`src/rtl/edge_link_pkg.sv`:
```
package edge_link_pkg;
  typedef enum logic [1:0] {
    CMD_IDLE = 2'd0,
    CMD_RISE = 2'd1,
    CMD_FALL = 2'd2
  } line_cmd_e;

  function automatic line_cmd_e decode_cmd(input logic set_i, input logic clr_i);
    if (clr_i)      return CMD_FALL;
    else if (set_i) return CMD_RISE;
    else            return CMD_IDLE;
  endfunction
endpackage

```
`src/rtl/edge_link_wdog.sv`:
```
module edge_link_wdog #(
  parameter int TIMEOUT_CYC = 20000
) (
  input  logic clk,
  input  logic rst_n,
  input  logic any_pulse,
  input  logic wd_off_n,
  output logic expire,
  output logic lost
);
  localparam int CW = $clog2(TIMEOUT_CYC + 1);
  localparam logic [CW-1:0] LIMIT = CW'(TIMEOUT_CYC);
  localparam logic [CW-1:0] LAST  = CW'(TIMEOUT_CYC - 1);

  logic [CW-1:0] idle_q;
  logic          lost_q;

  always_comb expire = !any_pulse && !wd_off_n && (idle_q == LAST);

  always_ff @(posedge clk or negedge rst_n) begin
    if (!rst_n) begin
      idle_q <= LIMIT;
      lost_q <= 1'b1;
    end else if (any_pulse || wd_off_n) begin
      idle_q <= '0;
      lost_q <= 1'b0;
    end else begin
      if (idle_q != LIMIT) idle_q <= idle_q + 1'b1;
      if (expire)          lost_q <= 1'b1;
    end
  end

  assign lost = lost_q;

  p_count_bound_r5: assert property (@(posedge clk) disable iff (!rst_n)
    idle_q <= LIMIT);
  p_off_clears_r8: assert property (@(posedge clk) disable iff (!rst_n)
    wd_off_n |=> !lost_q);
  p_pulse_clears_r7: assert property (@(posedge clk) disable iff (!rst_n)
    any_pulse |=> !lost_q);
endmodule

```
`src/rtl/edge_link_latch.sv`:
```
module edge_link_latch
  import edge_link_pkg::*;
#(
  parameter logic SAFE_LEVEL = 1'b1
) (
  input  logic clk,
  input  logic rst_n,
  input  logic set_pls,
  input  logic clr_pls,
  input  logic force_safe,
  output logic level
);
  line_cmd_e cmd;
  logic      level_q;

  always_comb cmd = decode_cmd(set_pls, clr_pls);

  always_ff @(posedge clk or negedge rst_n) begin
    if (!rst_n) begin
      level_q <= SAFE_LEVEL;
    end else begin
      unique case (cmd)
        CMD_RISE: level_q <= 1'b1;
        CMD_FALL: level_q <= 1'b0;
        default:  if (force_safe) level_q <= SAFE_LEVEL;
      endcase
    end
  end

  assign level = level_q;

  p_set_high_r1: assert property (@(posedge clk) disable iff (!rst_n)
    (set_pls && !clr_pls) |=> level_q);
  p_clr_wins_r3: assert property (@(posedge clk) disable iff (!rst_n)
    clr_pls |=> !level_q);
  p_hold_r4: assert property (@(posedge clk) disable iff (!rst_n)
    (!set_pls && !clr_pls && !force_safe) |=> $stable(level_q));
endmodule

```
`src/rtl/edge_link_rx.sv`:
```
module edge_link_rx #(
  parameter int   TIMEOUT_CYC = 20000,
  parameter logic SAFE_LEVEL  = 1'b1
) (
  input  logic clk,
  input  logic rst_n,
  input  logic set_pls,
  input  logic clr_pls,
  input  logic wd_off_n,
  output logic level_out,
  output logic link_lost
);
  logic any_pulse;
  logic expire;

  always_comb any_pulse = set_pls | clr_pls;

  edge_link_wdog #(.TIMEOUT_CYC(TIMEOUT_CYC)) u_wdog (
    .clk(clk), .rst_n(rst_n), .any_pulse(any_pulse),
    .wd_off_n(wd_off_n), .expire(expire), .lost(link_lost)
  );

  edge_link_latch #(.SAFE_LEVEL(SAFE_LEVEL)) u_latch (
    .clk(clk), .rst_n(rst_n), .set_pls(set_pls), .clr_pls(clr_pls),
    .force_safe(expire), .level(level_out)
  );

  p_safe_on_loss_r10: assert property (@(posedge clk) disable iff (!rst_n)
    $rose(link_lost) |-> (level_out == SAFE_LEVEL));
  p_off_no_force_r8: assert property (@(posedge clk) disable iff (!rst_n)
    (wd_off_n && !set_pls && !clr_pls) |=> $stable(level_out));
endmodule

```
`config.mk`:
```
export PLATFORM = sky130hd
export DESIGN_NAME = edge_link_rx
export DESIGN_NICKNAME = d
export VERILOG_FILES = /design/src/rtl/edge_link_pkg.sv /design/src/rtl/edge_link_wdog.sv /design/src/rtl/edge_link_latch.sv /design/src/rtl/edge_link_rx.sv
export SDC_FILE = /design/constraint.sdc
export NUM_CORES = 1
export LEC_CHECK = 0
export ABC_AREA = 1
export BUFFER_PORTS_ARGS = -buffer_cell sky130_fd_sc_hd__buf_2
export CAP_MARGIN = 20
export CORE_MARGIN = 2
export CORE_UTILIZATION = 30
export DETAILED_ROUTE_END_ITERATION = 10
export GPL_TIMING_DRIVEN = 0
export HOLD_SLACK_MARGIN = 0.02
export PLACE_DENSITY_LB_ADDON = 0.1
export SLEW_MARGIN = 20
export SYNTH_ARGS = -nofsm -noshare
export SYNTH_HDL_FRONTEND = slang
export SYNTH_SLANG_ARGS = --single-unit
```
`constraint.sdc`:
```
create_clock -name clk -period 1.4 [get_ports clk]
set_clock_uncertainty 0.05 [all_clocks]
set_input_delay 0.14 -clock clk [delete_from_list [all_inputs] [get_ports clk]]
set_output_delay 0.14 -clock clk [all_outputs]
set_load 0.02 [all_outputs]
```
==> impl_metrics.py <==
metrics = {
    "route": {
        "vias": 862,
        "ant_nets": 0,
        "drt-wirelength-per-cell_um": 11.55,
        "wirelength_um": 2253,
        "first_pass_iters": 4,
        "drcViolationCount": 0,
        "drt-initial-drc-count": 16,
        "routed_via_density": 4.421,
    },
    "critical_path": {
        "startpoint_type": "primary input",
        "r2r-end": "u_wdog.idle_q[0]",
        "crit_fanout": 5,
        "r2r_start": "u_wdog.idle_q[0]",
        "endpoint_kind": "register",
        "worstPathArrival_ns": 1.53,
        "reg2reg_setup_slack_ns": 0.08,
        "reg2reg_depth": 7,
        "crit_type": "in -> reg",
        "required_ns": 1.59,
    },
    "power": {
        "p_sw_w": 0.0002034,
        "p_seq_share_pct": 60.5,
        "p_int_w": 0.0006246,
        "clkPwrFrac_pct": 33.0,
        "p_comb_share_pct": 6.5,
        "power_density_nw_per_um2": 663.1,
        "power_leakage_nw": 0.5215,
        "ir_worst_vdd_mv": 0.5588,
        "switching_share_pct": 24.57,
    },
    "sta": {
        "hold_viol": 0,
        "slew-limit-headroom_pct": 73.55,
        "whs_ns": 0.09523,
        "fmaxAchievable_mhz": 743.9,
        "setup-violations-final": 0,
        "tightest_slew_ns": 0.3967,
        "finalCritPeriodShare_pct": 96.02,
        "drv_slew": 0,
        "fin_crit_ns": 1.344,
    },
    "finish": {
        "diodes": 0,
        "area_delta_synth_final_pct": 23.52,
        "nets": 158,
        "drive_above_1_share_pct": 32.89,
        "final_util_pct": 38.02,
    },
    "synth": {
        "synthAdderAreaFrac_pct": 3.713,
        "yosys.area.top_type_share_pct": 24.75,
        "avgSynthCellArea_um2": 7.717,
        "synth_edf_count": 0,
        "syn_inst": 131,
        "synth-xor-area-share_pct": 3.465,
        "synth_top_family_by_area": "simple AND/OR/NAND/NOR gates",
        "synth-compound-area-share_pct": 9.035,
        "synth_area_leaders": "dfrtp_1, dfstp_2, nand2_1, nor2_1, inv_1",
        "ys_types": 23,
        "synth_area_um2": 1011,
        "synth_nets": 139,
        "yosys.area_share.simple_pct": 33.66,
        "synth_flop_cell": "dfrtp_1",
        "synth-seq-area-share_pct": 42.95,
        "synth_top_cells_by_count": "nand2_1, nor2_1, inv_1, dfrtp_1, nand3_1",
        "yosys_register_bits": 17,
        "ys_warn_count": 0,
        "synthArstFlopShare_pct": 100.0,
        "synthMuxAreaShare_pct": 0,
        "yosysMostFrequentCell": "nand2_1",
        "yosysTopAreaCell": "dfrtp_1",
    },
    "placement": {
        "portBuffers": 6,
        "gp_congestion": 0.7699,
        "dp_hpwl_um": 1577,
    },
    "floorplanning": {
        "die_y_um": 62.05,
        "ios": 7,
        "initial_core_util_pct": 30.78,
        "dieArea_um2": 3850,
        "die_w_um": 62.05,
        "rows": 21,
        "core_area_um2": 3284,
    },
    "hold_path": {
        "hp-class": "in -> reg",
        "min-delay-start": "set_pls",
        "whs_endpoint": "u_latch.level",
        "whs_path_depth": 3,
    },
    "global_routing": {
        "antenna_found_initial": 0,
        "grt_pass1_vias": 819,
        "grt_overflow": 0,
        "grt_pass1_wl_um": 3726,
        "grt_start_max_net_pins": 18,
        "track_usage_pct": 13.33,
    },
    "clock_network": {
        "cts_sinks": 17,
        "cts_made_buffers": 3,
        "cts_tree": "yes",
        "insertion_delay_ns": 0.30,
        "h-tree-depth": 1,
        "cts_root_buffer": "clkbuf_4",
        "ctsLongestPathBuffers": 2,
        "clk_pin_slew_ns": 0.11,
    },
    "run": {
        "maxCapViolCount": 0,
    },
    "run_status": {
        "status": "finished, final reports clean",
    },
}
## worst max path at each step
stage                     cells past startpoint         startpoint                end  slack, ns
after floorplan                               7   u_wdog.idle_q[0]   u_wdog.idle_q[0]       0.18
after global placement                        7  u_wdog.idle_q[10]   u_wdog.idle_q[1]      -0.04
after detailed placement                      7   u_wdog.idle_q[9]   u_wdog.idle_q[1]      -0.05
after CTS                                     7   u_wdog.idle_q[0]   u_wdog.idle_q[1]       0.02
after global routing                          8           wd_off_n  u_wdog.idle_q[12]      -0.03
final                                         8           wd_off_n  u_wdog.idle_q[13]       0.06
## cell families after synthesis
group / after synthesis
flops: 17
fa+ha+maj: 3
xor+xnor: 4
compound gates: 15
buf+inv: 19
simple gates: 73
## sequential cells by signal, indices dropped and copies added (netlist names)
name           count
u_wdog.lost        1
u_latch.level      1
u_wdog.idle_q     15
## layer usage
metal  up-vias  wire (um)  part of all wire, %  GRT usage, %
met5         -          0                    0             0
met4         0         21                 0.93         2.736
met3         2         61                  2.7         3.727
met2         9       1065                   47         22.17
met1       396       1104                   49         17.28
li1        455          -                    -             -
## repair_timing
action | 4_1_cts | 5_1_grt
setup endpoints to repair | 5 | 13
cloned | 0 | 1
hold buffers | 3 | 0
setup buffers | 0 | 4
endpoints found under the hold margin | 17 | 0
pin swaps | 0 | 3
resized for setup | 1 | 17
## cells in the final DEF, fill, tap and decap left out, drive strengths merged
cell / n
a21oi: 5
dfstp: 7
ha: 3
buf: 11
inv: 18
o21ai: 6
o21bai: 3
clkdlybuf4s15: 1
clkinv: 1
nor2: 25
dlygate4sd3: 3
nor3: 3
nand2: 30
nand3: 10
clkbuf: 3
nand4: 5
a31oi: 1
xor2: 4
dfrtp: 10
## power by group through the flow
stage / registers, W / logic, W / clock network [W]
finish: 0.000501 / 0.0000539 / 0.000273
global route: 0.000501 / 0.0000607 / 0.000308
CTS: 0.000500 / 0.0000470 / 0.000290
detailed placement: 0.000508 / 0.0000404 / 0
global placement: 0.000508 / 0.0000400 / 0
floorplan: 0.000511 / 0.0000155 / 0
## area by class of cell
| type | instances | area, um^2 |
|---|---|---|
| Fill cell | 358 | 2036 |
| Multi-Input combinational cell | 95 | 550.5 |
| Sequential cell | 17 | 436.7 |
| Timing Repair Buffer | 14 | 101.3 |
| Inverter | 18 | 67.56 |
| Tap cell | 46 | 57.56 |
| Clock buffer | 3 | 22.52 |
| Buffer | 1 | 7.507 |
| Clock inverter | 1 | 5.005 |
## through the flow
stage / setup slack, ns / total power (W) / instance area, um^2 / setup TNS, ns / instances
6_report: 0.05566 / 0.0008280 / 1249 / 0 / 195
3_3_place_gp: -0.03943 / 0.0005485 / 1099 / -0.1483 / 183
3_5_place_dp: -0.05309 / 0.0005489 / 1099 / -0.2306 / 183
5_1_grt: -0.02667 / 0.0008701 / 1249 / -0.06414 / 195
4_1_cts: 0.01881 / 0.0008369 / 1159 / 0 / 190
2_1_floorplan: 0.1809 / 0.0005262 / 1011 / 0 / 131
## worst max-delay path: stages
cell and delay (ns):
dlygate4sd3_1 0.54, buf_2 0.12, inv_1 0.04, nand2_1 0.09, nor2_4 0.14, clkdlybuf4s15_2 0.29
nand2_1 0.07, nor2_1 0.09
Note: power is estimated with default switching activity, not from simulation.
